**src/rtl/pfc_pkg.sv**
```systemverilog
package pfc_pkg;
   localparam int unsigned NSTG    = 5;
   localparam int unsigned STG_FET = 0;
   localparam int unsigned STG_DEC = 1;
   localparam int unsigned STG_ACC = 2;
   localparam int unsigned STG_RD  = 3;
   localparam int unsigned STG_EX  = 4;
   // stages strictly younger than the resolving stage are killed
   localparam int unsigned KILL_DEPTH = STG_RD;

   typedef enum logic [1:0] {
      NXT_SEQ    = 2'd0,
      NXT_LOOP   = 2'd1,
      NXT_BRANCH = 2'd2,
      NXT_HOLD   = 2'd3
   } nxt_src_e;
endpackage

```
**src/rtl/pfc_stage_chain.sv**
```systemverilog
module pfc_stage_chain
   import pfc_pkg::*;
#(
   parameter int unsigned TAG_W = 8
) (
   input  logic                    clk,
   input  logic                    rst_n,
   input  logic                    adv,
   input  logic                    flush,
   input  logic [TAG_W-1:0]        in_tag,
   output logic [NSTG-1:0]         valid_o,
   output logic [NSTG*TAG_W-1:0]   tag_o
);
   logic [NSTG-1:0]  vld_q;
   logic [TAG_W-1:0] tag_q [NSTG];

   generate
      for (genvar s = 0; s < NSTG; s++) begin : g_stg
         if (s == 0) begin : g_head
            always_ff @(posedge clk or negedge rst_n) begin
               if (!rst_n) begin
                  vld_q[s] <= 1'b0;
                  tag_q[s] <= '0;
               end else if (adv) begin
                  vld_q[s] <= 1'b1;
                  tag_q[s] <= in_tag;
               end
            end
         end else if (s <= KILL_DEPTH) begin : g_killable
            always_ff @(posedge clk or negedge rst_n) begin
               if (!rst_n) begin
                  vld_q[s] <= 1'b0;
                  tag_q[s] <= '0;
               end else if (adv) begin
                  vld_q[s] <= vld_q[s-1] & ~flush;
                  tag_q[s] <= tag_q[s-1];
               end
            end
         end else begin : g_older
            always_ff @(posedge clk or negedge rst_n) begin
               if (!rst_n) begin
                  vld_q[s] <= 1'b0;
                  tag_q[s] <= '0;
               end else if (adv) begin
                  vld_q[s] <= vld_q[s-1];
                  tag_q[s] <= tag_q[s-1];
               end
            end
         end
         assign tag_o[s*TAG_W +: TAG_W] = tag_q[s];
      end
   endgenerate

   assign valid_o = vld_q;
endmodule

```
**src/rtl/pfc_loop_unit.sv**
```systemverilog
module pfc_loop_unit #(
   parameter int unsigned ADDR_W  = 16,
   parameter int unsigned RPT_W   = 8,
   parameter bit          LOOP_EN = 1'b1
) (
   input  logic              clk,
   input  logic              rst_n,
   input  logic              load,
   input  logic [ADDR_W-1:0] first_i,
   input  logic [ADDR_W-1:0] last_i,
   input  logic [RPT_W-1:0]  count_i,
   input  logic [ADDR_W-1:0] fetch_addr,
   input  logic              adv,
   input  logic              flush,
   output logic              take_o,
   output logic [ADDR_W-1:0] first_o
);
   generate
      if (LOOP_EN) begin : g_loop
         logic              act_q;
         logic [RPT_W-1:0]  cnt_q;
         logic [ADDR_W-1:0] first_q;
         logic [ADDR_W-1:0] last_q;
         logic              at_end;

         assign at_end = act_q && (fetch_addr == last_q);

         always_ff @(posedge clk or negedge rst_n) begin
            if (!rst_n) begin
               act_q   <= 1'b0;
               cnt_q   <= '0;
               first_q <= '0;
               last_q  <= '0;
            end else if (load) begin
               act_q   <= 1'b1;
               cnt_q   <= count_i;
               first_q <= first_i;
               last_q  <= last_i;
            end else if (adv && !flush && at_end) begin
               if (cnt_q != '0) begin
                  cnt_q <= cnt_q - 1'b1;
               end else begin
                  act_q <= 1'b0;
               end
            end
         end

         assign take_o  = at_end && (cnt_q != '0) && !flush;
         assign first_o = first_q;
      end else begin : g_noloop
         assign take_o  = 1'b0;
         assign first_o = '0;
      end
   endgenerate
endmodule

```
**src/rtl/pfc_addr_gen.sv**
```systemverilog
module pfc_addr_gen
   import pfc_pkg::*;
#(
   parameter int unsigned        ADDR_W     = 16,
   parameter logic [ADDR_W-1:0]  RESET_ADDR = '0
) (
   input  logic              clk,
   input  logic              rst_n,
   input  logic              adv,
   input  logic              flush,
   input  logic [ADDR_W-1:0] target_i,
   input  logic              loop_take,
   input  logic [ADDR_W-1:0] loop_first,
   output logic [ADDR_W-1:0] fetch_addr_o
);
   logic [ADDR_W-1:0] pc_q;
   logic [ADDR_W-1:0] pc_d;
   nxt_src_e          src;

   assign fetch_addr_o = flush ? target_i : pc_q;

   always_comb begin
      if (!adv)           src = NXT_HOLD;
      else if (flush)     src = NXT_BRANCH;
      else if (loop_take) src = NXT_LOOP;
      else                src = NXT_SEQ;
   end

   always_comb begin
      unique case (src)
         NXT_HOLD:   pc_d = pc_q;
         NXT_LOOP:   pc_d = loop_first;
         NXT_BRANCH: pc_d = target_i + 1'b1;
         default:    pc_d = pc_q + 1'b1;
      endcase
   end

   always_ff @(posedge clk or negedge rst_n) begin
      if (!rst_n) pc_q <= RESET_ADDR;
      else        pc_q <= pc_d;
   end
endmodule

```
**src/rtl/pfc_bubble_ctr.sv**
```systemverilog
module pfc_bubble_ctr #(
   parameter int unsigned CNT_W = 16
) (
   input  logic             clk,
   input  logic             rst_n,
   input  logic             adv,
   input  logic             ex_valid,
   output logic [CNT_W-1:0] cnt_o
);
   always_ff @(posedge clk or negedge rst_n) begin
      if (!rst_n)                cnt_o <= '0;
      else if (adv && !ex_valid) cnt_o <= cnt_o + 1'b1;
   end
endmodule

```
**src/rtl/pipe_flush_ctrl.sv**
```systemverilog
module pipe_flush_ctrl
   import pfc_pkg::*;
#(
   parameter int unsigned        ADDR_W     = 16,
   parameter int unsigned        TAG_W      = 8,
   parameter int unsigned        RPT_W      = 8,
   parameter int unsigned        CNT_W      = 16,
   parameter logic [ADDR_W-1:0]  RESET_ADDR = '0,
   parameter bit                 LOOP_EN    = 1'b1
) (
   input  logic                  clk,
   input  logic                  rst_n,
   input  logic                  stall_i,
   input  logic [TAG_W-1:0]      fetch_tag_i,
   output logic [ADDR_W-1:0]     fetch_addr_o,
   input  logic                  br_taken_i,
   input  logic [ADDR_W-1:0]     br_target_i,
   input  logic                  rpt_load_i,
   input  logic [ADDR_W-1:0]     rpt_first_i,
   input  logic [ADDR_W-1:0]     rpt_last_i,
   input  logic [RPT_W-1:0]      rpt_count_i,
   output logic [NSTG-1:0]       stage_valid_o,
   output logic [NSTG*TAG_W-1:0] stage_tag_o,
   output logic [CNT_W-1:0]      bubble_cnt_o
);
   generate
      if (ADDR_W < 2)  begin : g_bad_addr $error("ADDR_W must be at least 2"); end
      if (TAG_W < 1)   begin : g_bad_tag  $error("TAG_W must be at least 1"); end
      if (RPT_W < 1)   begin : g_bad_rpt  $error("RPT_W must be at least 1"); end
      if (CNT_W < 2)   begin : g_bad_cnt  $error("CNT_W must be at least 2"); end
   endgenerate

   logic              flush;
   logic              adv;
   logic              loop_take;
   logic [ADDR_W-1:0] loop_first;

   // branch resolves in the read stage; flush wins over stall
   assign flush = br_taken_i & stage_valid_o[STG_RD];
   assign adv   = flush | ~stall_i;

   pfc_loop_unit #(.ADDR_W(ADDR_W), .RPT_W(RPT_W), .LOOP_EN(LOOP_EN)) u_loop (
      .clk        (clk),
      .rst_n      (rst_n),
      .load       (rpt_load_i),
      .first_i    (rpt_first_i),
      .last_i     (rpt_last_i),
      .count_i    (rpt_count_i),
      .fetch_addr (fetch_addr_o),
      .adv        (adv),
      .flush      (flush),
      .take_o     (loop_take),
      .first_o    (loop_first)
   );

   pfc_addr_gen #(.ADDR_W(ADDR_W), .RESET_ADDR(RESET_ADDR)) u_addr (
      .clk          (clk),
      .rst_n        (rst_n),
      .adv          (adv),
      .flush        (flush),
      .target_i     (br_target_i),
      .loop_take    (loop_take),
      .loop_first   (loop_first),
      .fetch_addr_o (fetch_addr_o)
   );

   pfc_stage_chain #(.TAG_W(TAG_W)) u_chain (
      .clk     (clk),
      .rst_n   (rst_n),
      .adv     (adv),
      .flush   (flush),
      .in_tag  (fetch_tag_i),
      .valid_o (stage_valid_o),
      .tag_o   (stage_tag_o)
   );

   pfc_bubble_ctr #(.CNT_W(CNT_W)) u_bub (
      .clk      (clk),
      .rst_n    (rst_n),
      .adv      (adv),
      .ex_valid (stage_valid_o[STG_EX]),
      .cnt_o    (bubble_cnt_o)
   );
endmodule

```
**config.mk**
```make
export PLATFORM = sky130hd
export DESIGN_NAME = pipe_flush_ctrl
export DESIGN_NICKNAME = d
export VERILOG_FILES = /design/src/rtl/pfc_pkg.sv /design/src/rtl/pfc_stage_chain.sv /design/src/rtl/pfc_loop_unit.sv /design/src/rtl/pfc_addr_gen.sv /design/src/rtl/pfc_bubble_ctr.sv /design/src/rtl/pipe_flush_ctrl.sv
export SDC_FILE = /design/constraint.sdc
export NUM_CORES = 1
export LEC_CHECK = 0
export ABC_AREA = 1
export BUFFER_PORTS_ARGS = -buffer_cell sky130_fd_sc_hd__buf_2
export CORE_UTILIZATION = 35
export CTS_BUF_LIST = sky130_fd_sc_hd__clkbuf_16
export DETAILED_ROUTE_END_ITERATION = 12
export PLACE_DENSITY = 0.56
export SKIP_CTS_REPAIR_TIMING = 1
export SYNTH_ARGS = -nofsm -noshare
export SYNTH_HDL_FRONTEND = slang
export SYNTH_HIERARCHICAL = 1
export SYNTH_SLANG_ARGS = --single-unit
export TNS_END_PERCENT = 50
```
**constraint.sdc**
```tcl
create_clock -name clk -period 8.2 [get_ports clk]
set_input_delay 1.64 -clock clk [delete_from_list [all_inputs] [get_ports clk]]
set_output_delay 1.64 -clock clk [all_outputs]
set_load 0.05 [all_outputs]
```
### Word-level counts from Yosys, hierarchy flattened

Index checks and enable logic that the tools add are counted.

* register bits: 118
* output and inout port bits: 77

* $add $sub $neg: 4
* eq/ne operators: 5
* multiplexer cells: 11
* bitwise logic cells: 7
* reduce and logical (&&, ||, !) cells: 13

Operators by type and width (count)
* $add 16x1->16 const B: 3
* $pmux 16 s3: 1
* $mux 8: 3
* $eq 16x16->1: 1
* $mux 16: 1
* $reduce_bool 8->1: 1
* $sub 8x1->8 const B: 1
* $logic_and 1x1->1: 6
* $and 1x1->1: 4
* $eq 2x2->1 const B: 2
* $mux 1: 4
* $mux 2: 2
* $reduce_and 2->1: 2
* $reduce_bool 2->1: 2
* $eq 2x1->1 const B: 1
* $logic_not 1->1: 2
* $ne 2x2->1 const B: 1
* $not 1->1: 2
* $or 1x1->1: 1

### Longest topological paths before layout

Gate-level depths: netlist of run 1.

* depth in word-level cells: 11
* mapped depth: 28
* depth with buffers taken out: 26

### Hierarchy

The synthesis of run 1 kept the hierarchy.

Modules (own cells, without submodules)
* pfc_loop_unit: times used 1, cells an instance 315, area an instance 2238.4 µm², sequential area each 1026.0 µm²
* pfc_stage_chain: times used 1, cells an instance 189, area an instance 1730.4 µm², sequential area each 1126.1 µm²
* pfc_addr_gen: times used 1, cells an instance 276, area an instance 1612.8 µm², sequential area each 400.4 µm²
* pfc_bubble_ctr: times used 1, cells an instance 103, area an instance 845.8 µm², sequential area each 400.4 µm²
* pipe_flush_ctrl: times used 1, cells an instance 3, area an instance 11.3 µm², sequential area each 0.0 µm²

### Worst setup path after synthesis of run 1

Ideal clock, no wire load.

* kind: input to register
* start: in br_taken_i
* end: reg u_addr.pc_q[6]
* data arrival time: 5.561 ns
* setup slack: 2.504 ns
* stages on the path: 23
* buffers on the path: 2
* cells stage by stage: nand2_1 -> inv_1 -> buf_6 -> clkbuf_1 -> o21ai_0 -> inv_1 -> nand2_2 -> nand2_1 -> nor4_1 -> nand3_1 -> nor3_1 -> nand2_8 -> nand3_4 -> nand2_1 -> nand2_1 -> ha_1 -> nand2_1 -> nor2_2 -> nand2_1 -> nand2_1 -> nand2_1 -> o21ai_1 -> o21ai_0

* longest elaborated chain between the ends: 11

Ends and longest elaborated chain
* from (decl): line pipe_flush_ctrl.sv:16 `input logic br_taken_i,`
* $and 1x1->1 (*): line pipe_flush_ctrl.sv:39 `assign flush = br_taken_i & stage_valid_o[STG_RD];`
* net flush: line pipe_flush_ctrl.sv:33 `logic flush;`
* $mux 16 (*): line pfc_addr_gen.sv:20 `assign fetch_addr_o = flush ? target_i : pc_q;`
* net fetch_addr_o[1]: line pipe_flush_ctrl.sv:15 `output logic [ADDR_W-1:0] fetch_addr_o,`
* $eq 16x16->1 (*): line pfc_loop_unit.sv:26 `assign at_end = act_q && (fetch_addr == last_q);`
* $logic_and 1x1->1 (*): line pfc_loop_unit.sv:26
* $logic_and 1x1->1 (*) (2 in series): line pfc_loop_unit.sv:48 `assign take_o = at_end && (cnt_q != '0) && !flush;`
* net loop_take: line pipe_flush_ctrl.sv:35 `logic loop_take;`
* $mux 1 (*): line pfc_addr_gen.sv:25 `else if (loop_take) src = NXT_LOOP;`
* $mux 2 (*): line pfc_addr_gen.sv:24 `else if (flush) src = NXT_BRANCH;`
* $mux 2 (*): line pfc_addr_gen.sv:23 `if (!adv) src = NXT_HOLD;`
* $eq 2x2->1 or $eq 2x1->1 (tied branches): line pfc_addr_gen.sv:30 `unique case (src)`
* $pmux 16 s3: line pfc_addr_gen.sv:30
* to (signal assigned): line pfc_addr_gen.sv:40 `else pc_q <= pc_d;`
* to (decl): line pfc_addr_gen.sv:16 `logic [ADDR_W-1:0] pc_q;`

Mark *: on every way through the listed nets, which the timed path passes. The rest lies on a longest branch.
A chain may end at the register's enable or synchronous reset.

### Worst setup path in the final report of run 1

* start: in br_taken_i
* end: reg u_addr.pc_q[6]

* longest elaborated chain between the ends: 11

Ends and longest elaborated chain (line)
* $and 1x1->1 (*): pipe_flush_ctrl.sv:39
* net flush: pipe_flush_ctrl.sv:33
* $mux 16: pfc_addr_gen.sv:20
* $eq 16x16->1: pfc_loop_unit.sv:26
* $logic_and 1x1->1: pfc_loop_unit.sv:26
* $logic_and 1x1->1: pfc_loop_unit.sv:48
* $logic_and 1x1->1 (*): pfc_loop_unit.sv:48
* net loop_take: pipe_flush_ctrl.sv:35
* $mux 1 (*): pfc_addr_gen.sv:25
* $mux 2 (*): pfc_addr_gen.sv:24
* $mux 2 (*): pfc_addr_gen.sv:23
* $eq 2x2->1 or $eq 2x1->1 (tied branches): pfc_addr_gen.sv:30
* $pmux 16 s3: pfc_addr_gen.sv:30

Marked as above.

==> results.toml, run 1 <==
[run_status]
status = "finished, final reports clean"

[worst_setup_path]
start_kind = "input pin"
regToRegStartpoint = "u_chain/valid_o[3]$_DFFE_PN0P_"
endpoint_kind = "flop"
rr_worst_depth = 22
crit_path_max_fanout = 24
worstSetupPathType = "input pin to flop"
critPathLaunch = "br_taken_i"
reg2reg_slack_ns = 3.97
cp_data_arrival_time_ns = 5.36
crit_required_ns = 8.46
rr_endpoint = "u_addr/pc_q[6]$_DFFE_PN0P_"
worstSetupEndpoint = "u_addr/pc_q[6]$_DFFE_PN0P_"

[timing]
period_share_pct = 62.2
setup_viol = 0
layout_min_cycle_time_ns = 5.10
slew_viol_final = 0
clock.fmax_ghz = 0.196
hold_viol_final = 0
setup_tns_ns = 0
rsz0062_at_grt = "no"
relSlewSlack_pct = 38.4
finalClockSkew_ns = 0.00770
hold_slack_ns = 0.466
worst_pin_slew_ns = 0.923

[grt]
grt_max_degree = 70
overflow = 0
antenna_found_initial = 4
grt_first_pass_wirelength_um = 28000
grt_usage_pct = 19.3
grt_pass1_vias = 5562

[clock_tree]
numCtsBuffers = 17
cts_tree = "built"
clockBufferDepth = 2
clock_latency_ns = 0.41
path_clk_slew_ns = 0.06
h-tree-depth = 4
clkSinkCount = 118
ctsRootBufferMaster = "clkbuf_16"

[yosys]
synthTopCellsByCount = "nand2_1 (404), dfrtp_1 (118), inv_1 (92)"
netlist_top_cells_area = "dfrtp_1 (46%), nand2_1 (24%), inv_1 (5.4%)"
syn-instance-count = 886
ys.flop_type = "dfrtp_1"
syn_avg_cell_area_um2 = 7.27
synth_top_area_share_pct = 45.9
synth_area_um2 = 6440
async_flop_share_pct = 100
synth_most_common_cell = "nand2_1"
yosysSeqAreaShare_pct = 45.9
ys_seq_elements = 118
syn_nets = 959
yosysTopAreaCell = "dfrtp_1"
synth_warnings = 6
synthDistinctLibCells = 42
synth_edf_count = 0

[floorplanning]
rows = 49
ios = 146
fp.coreArea_um2 = 18000
start_util_pct = 35.7
die_area_um2 = 18900
die_w_um = 138
dieHeight_um = 138

[pwr]
power_density_nw_per_um2 = 382
irDropWorstVdd_mv = 0.240
p_leak_nw = 4.41

[placement]
place.gp.congestion = 0.941
dp.cells = 1234
port_buffers = 145
dp_hpwl_um = 12600

[layout]
fin_cells = 1268
synthToLayoutAreaGrowth_pct = 22.4
layout-drive-gt1-share_pct = 21.6
final_util_pct = 43.7
seqCellArea_um2 = 2950
layout.nets = 1097
nFillCells = 1890
multiInputGateArea_um2 = 2920

[detailed_routing]
drc = 0
dr.pass1.iters = 5
via_count = 5991
wl_per_cell_um = 13.8
wl_um = 17400
viasPerCell = 4.72
first_iter_violations = 325
ant_nets = 0

[flow_run]
maxCapViolations = 0

[worst_hold_path]
hold_class = "flop to flop"
min-delay-start = "u_chain/tag_o[36]$_DFFE_PN0P_"
-- layout make-up --
cell class                      instances  share of cell area (%)
Sequential cell                       118                    37.5
Multi-Input combinational cell        640                    37.0
Timing Repair Buffer                  147                    9.43
Clock buffer                           17                    5.40
Inverter                              100                    4.90
Tap cell                              229                    3.63
Clock inverter                         15                    2.13
Antenna cell                            2                  0.0635
-- worst min-delay path by stage --
stage                                    end  cells after the start
2_1_floorplan  u_loop/first_o[5]$_DFFE_PN0P_                      2
3_3_place_gp   u_chain/tag_o[35]$_DFFE_PN0P_                      2
3_5_place_dp   u_chain/tag_o[36]$_DFFE_PN0P_                      2
4_1_cts        u_chain/tag_o[36]$_DFFE_PN0P_                      2
5_1_grt        u_chain/tag_o[39]$_DFFE_PN0P_                      2
6_report       u_chain/tag_o[36]$_DFFE_PN0P_                      2
-- placed cells by master, fill, tap and decap left out, types with 3 or more instances in the layout --
cell	Yosys	layout
buf_4	6	3
a21oi_1	12	12
xor2_1	6	6
inv_6	2	7
o21ai_0	36	36
o211ai_1	3	3
inv_2	3	3
clkinv_1	2	3
nand3_1	38	38
dfrtp_1	118	118
nor3_2	2	3
nand4_1	16	16
inv_1	92	92
nand2_2	9	10
clkbuf_16	0	17
xnor2_1	8	8
nor2_2	10	10
nand2_4	5	5
nor2_1	57	57
nor2_4	4	4
nand2_1	404	403
buf_2	8	144
ha_1	4	4
o21ai_1	4	4
-- power breakdown --
part	internal (mW)	total, mW	switching, mW
sequential	0.737	0.848	0.111
clock	0.455	0.752	0.297
combinational	0.336	1.41	1.07
total	1.53	3.01	1.48
-- sequential cells by signal, indices dropped and copies added, names as in the netlist --
signal                cells
u_loop/g_loop.cnt_q       8
u_loop/g_loop.act_q       1
u_loop/first_o           16
u_chain/tag_o            40
u_addr/pc_q              16
u_chain/valid_o           5
u_loop/g_loop.last_q     16
u_bub/cnt_o              16
-- logic make-up after synthesis --
group,count (synthesis),synth area share (%)
flip-flops,118,45.9
AND/OR/NAND/NOR,560,37.2
XOR/XNOR,14,1.90
buffers and inverters,128,8.96
AO/OA/AOI/OAI,61,5.13
adder cells (fa/ha/maj),4,0.777
multiplexers,1,0.175
-- critical path: stages --
cell	delay, ns
buf_2	0.08
nand2_1	0.07
inv_1	0.50
inv_6	0.19
a21oi_1	0.36
inv_1	0.07
nand2_1	0.06
nand2_1	0.07
nor4_1	0.30
nand3_1	0.13
nor3_1	0.47
nand2_8	0.11
nand3_4	0.21
nand2_1	0.08
nand2_1	0.15
ha_1	0.19
nand2_1	0.08
nor2_2	0.17
nand2_1	0.09
nand2_1	0.07
nand2_1	0.05
o21ai_1	0.10
o21ai_0	0.10
-- stage by stage --
stage | setup slack, ns | area [µm²] | total power, mW
floorplan | 2.50 | 6440 | 1.93
global placement | 2.44 | 7280 | 2.25
detailed placement | 2.39 | 7280 | 2.26
CTS | 2.81 | 7870 | 3.03
global route | 2.68 | 7880 | 3.20
finish | 3.10 | 7880 | 3.01
-- metal layers --
metal | track usage [%] | vias to the layer above | wire (µm)
li1 | - | 3002 | -
met1 | 25.8 | 2763 | 8030
met2 | 29.5 | 199 | 7720
met3 | 5.33 | 25 | 1380
met4 | 7.02 | 2 | 297
met5 | 0 | - | 11
Note: power is estimated with default switching activity, not from simulation.
==> run 2, diff against run 1 <==
- clock period: 8.2 -> 4.7 ns (I/O delays scaled with it)
==> results.toml, run 2 (synthesis results as in run 1) <==
[worst_setup_path]
rr_worst_depth = 26
slowest_stage = "inv_6"
crit_buf_inv = 5
reg2reg_slack_ns = 0.87
slowest_delay_ns = 0.31
cp_data_arrival_time_ns = 4.28
worstSetupPathType = "input pin to flop"
endpoint_kind = "flop"
crit_path_max_fanout = 24
cp.depth = 27
start_kind = "input pin"
crit_required_ns = 4.96
cp_top_family = "simple AND/OR/NAND/NOR gates"
cpMostUsedCell = "nand2_1"

[layout]
synthToLayoutAreaGrowth_pct = 23.7
insertedDiodeCount = 0
final_common_cell = "nand2_1"
layout-drive-gt1-share_pct = 23.0
largest_register_ffs = 40
final_area_um2 = 7970
layout.nets = 1104
layout_common_cells = "nand2_1 (403), buf_2 (144), dfrtp_1 (118)"
final_util_pct = 44.2

[timing]
slew_viol_final = 0
hold_viol_final = 0
worst_pin_slew_ns = 0.993
clock.fmax_ghz = 0.249
finalClockSkew_ns = 0.00675
layout_min_cycle_time_ns = 4.02
worst_slack_ns = 0.680
setup_viol = 0
setup_tns_ns = 0
relSlewSlack_pct = 33.8
period_share_pct = 85.5
rsz0062_at_grt = "no"

[floorplanning]
dieHeight_um = 138
start_util_pct = 35.7
ios = 146
die_w_um = 138
die_area_um2 = 18900
fp.coreArea_um2 = 18000
rows = 49

[detailed_routing]
ant_nets = 0
first_iter_violations = 374
dr.pass1.iters = 5
wl_per_cell_um = 13.8
drc = 0
viasPerCell = 4.63
via_count = 5896
wl_um = 17600

[placement]
pre_cts_slack_ns = 0.323
dpl-instance-area_um2 = 7370
dp_hpwl_um = 12800
place.gp.congestion = 0.914
port_buffers = 145

[grt]
globalRouteMet1Util_pct = 24.9
grt_pass1_vias = 5757
grt_usage_pct = 20.0
grt_first_pass_wirelength_um = 28600
top_usage_layer = "met2"
grt_use_met3_pct = 5.59
overflow = 0
grt_max_degree = 75
met2_usage_pct = 32.8
antenna_found_initial = 1

[worst_hold_path]
hold_class = "flop to flop"
min_path_cells = 2

[flow_run]
maxCapViolations = 0

[clock_tree]
clkSinkCount = 118
h-tree-depth = 4
ctsRootBufferMaster = "clkbuf_16"
cts_tree = "built"
clockBufferDepth = 2
clock_latency_ns = 0.42
numCtsBuffers = 17
path_clk_slew_ns = 0.05

[pwr]
p_leak_nw = 4.44
irDropWorstVdd_mv = 0.389
power_density_nw_per_um2 = 663

[run_status]
status = "finished, final reports clean"
[run 2: worst paths after layout]
path	from	endpoint
worst max-delay path	br_taken_i	u_addr/pc_q[6]$_DFFE_PN0P_
max in group asynchronous	rst_n	u_addr/pc_q[3]$_DFFE_PN0P_
min in group asynchronous	rst_n	u_chain/tag_o[38]$_DFFE_PN0P_
worst max register to register	u_chain/valid_o[3]$_DFFE_PN0P_	u_addr/pc_q[6]$_DFFE_PN0P_
worst min-delay path	u_loop/first_o[14]$_DFFE_PN0P_	u_loop/first_o[14]$_DFFE_PN0P_
worst min register to register	u_loop/first_o[14]$_DFFE_PN0P_	u_loop/first_o[14]$_DFFE_PN0P_
[run 2: per-layer routing]
layer	vias to the layer above	share of wire [%]
met5	-	0.074
met4	2	1.6
li1	3020	-
met2	144	47
met1	2708	45
met3	22	6.2
[run 2: final cells by class]
cell class | count | area (µm²)
clock buffer | 17 | 425
clock inverter | 15 | 169
fill | 1916 | 10100
inverter | 100 | 387
multi-input combinational | 640 | 2950
sequential | 118 | 2950
tap | 229 | 287
timing repair buffer | 154 | 796
[run 2: report_power, final]
| group | internal [mW] | leakage, nW | switching (mW) |
|---|---|---|---|
| registers | 1.29 | 1.45 | 0.191 |
| clock network | 0.792 | 0.284 | 0.512 |
| logic | 0.612 | 2.71 | 1.89 |
[run 2: metrics by stage]
step | power (mW) | std cells | hold slack, ns
after floorplan | 3.40 | 886 | 0.437
after global placement | 3.98 | 1241 | 0.455
after detailed placement | 4.00 | 1241 | 0.458
after CTS | 5.33 | 1273 | 0.472
after global routing | 5.62 | 1273 | 0.493
final | 5.28 | 1273 | 0.468
[run 2: worst register-to-register path, delay by kind of cell (launching register included)]
family | cells | cell delay, ns
DFF | 1 | 0.41
AOI/OAI and AO/OA | 3 | 0.49
and+or+nand+nor | 18 | 1.75
adders and majority gates | 1 | 0.19
buffers and inverters | 4 | 0.83
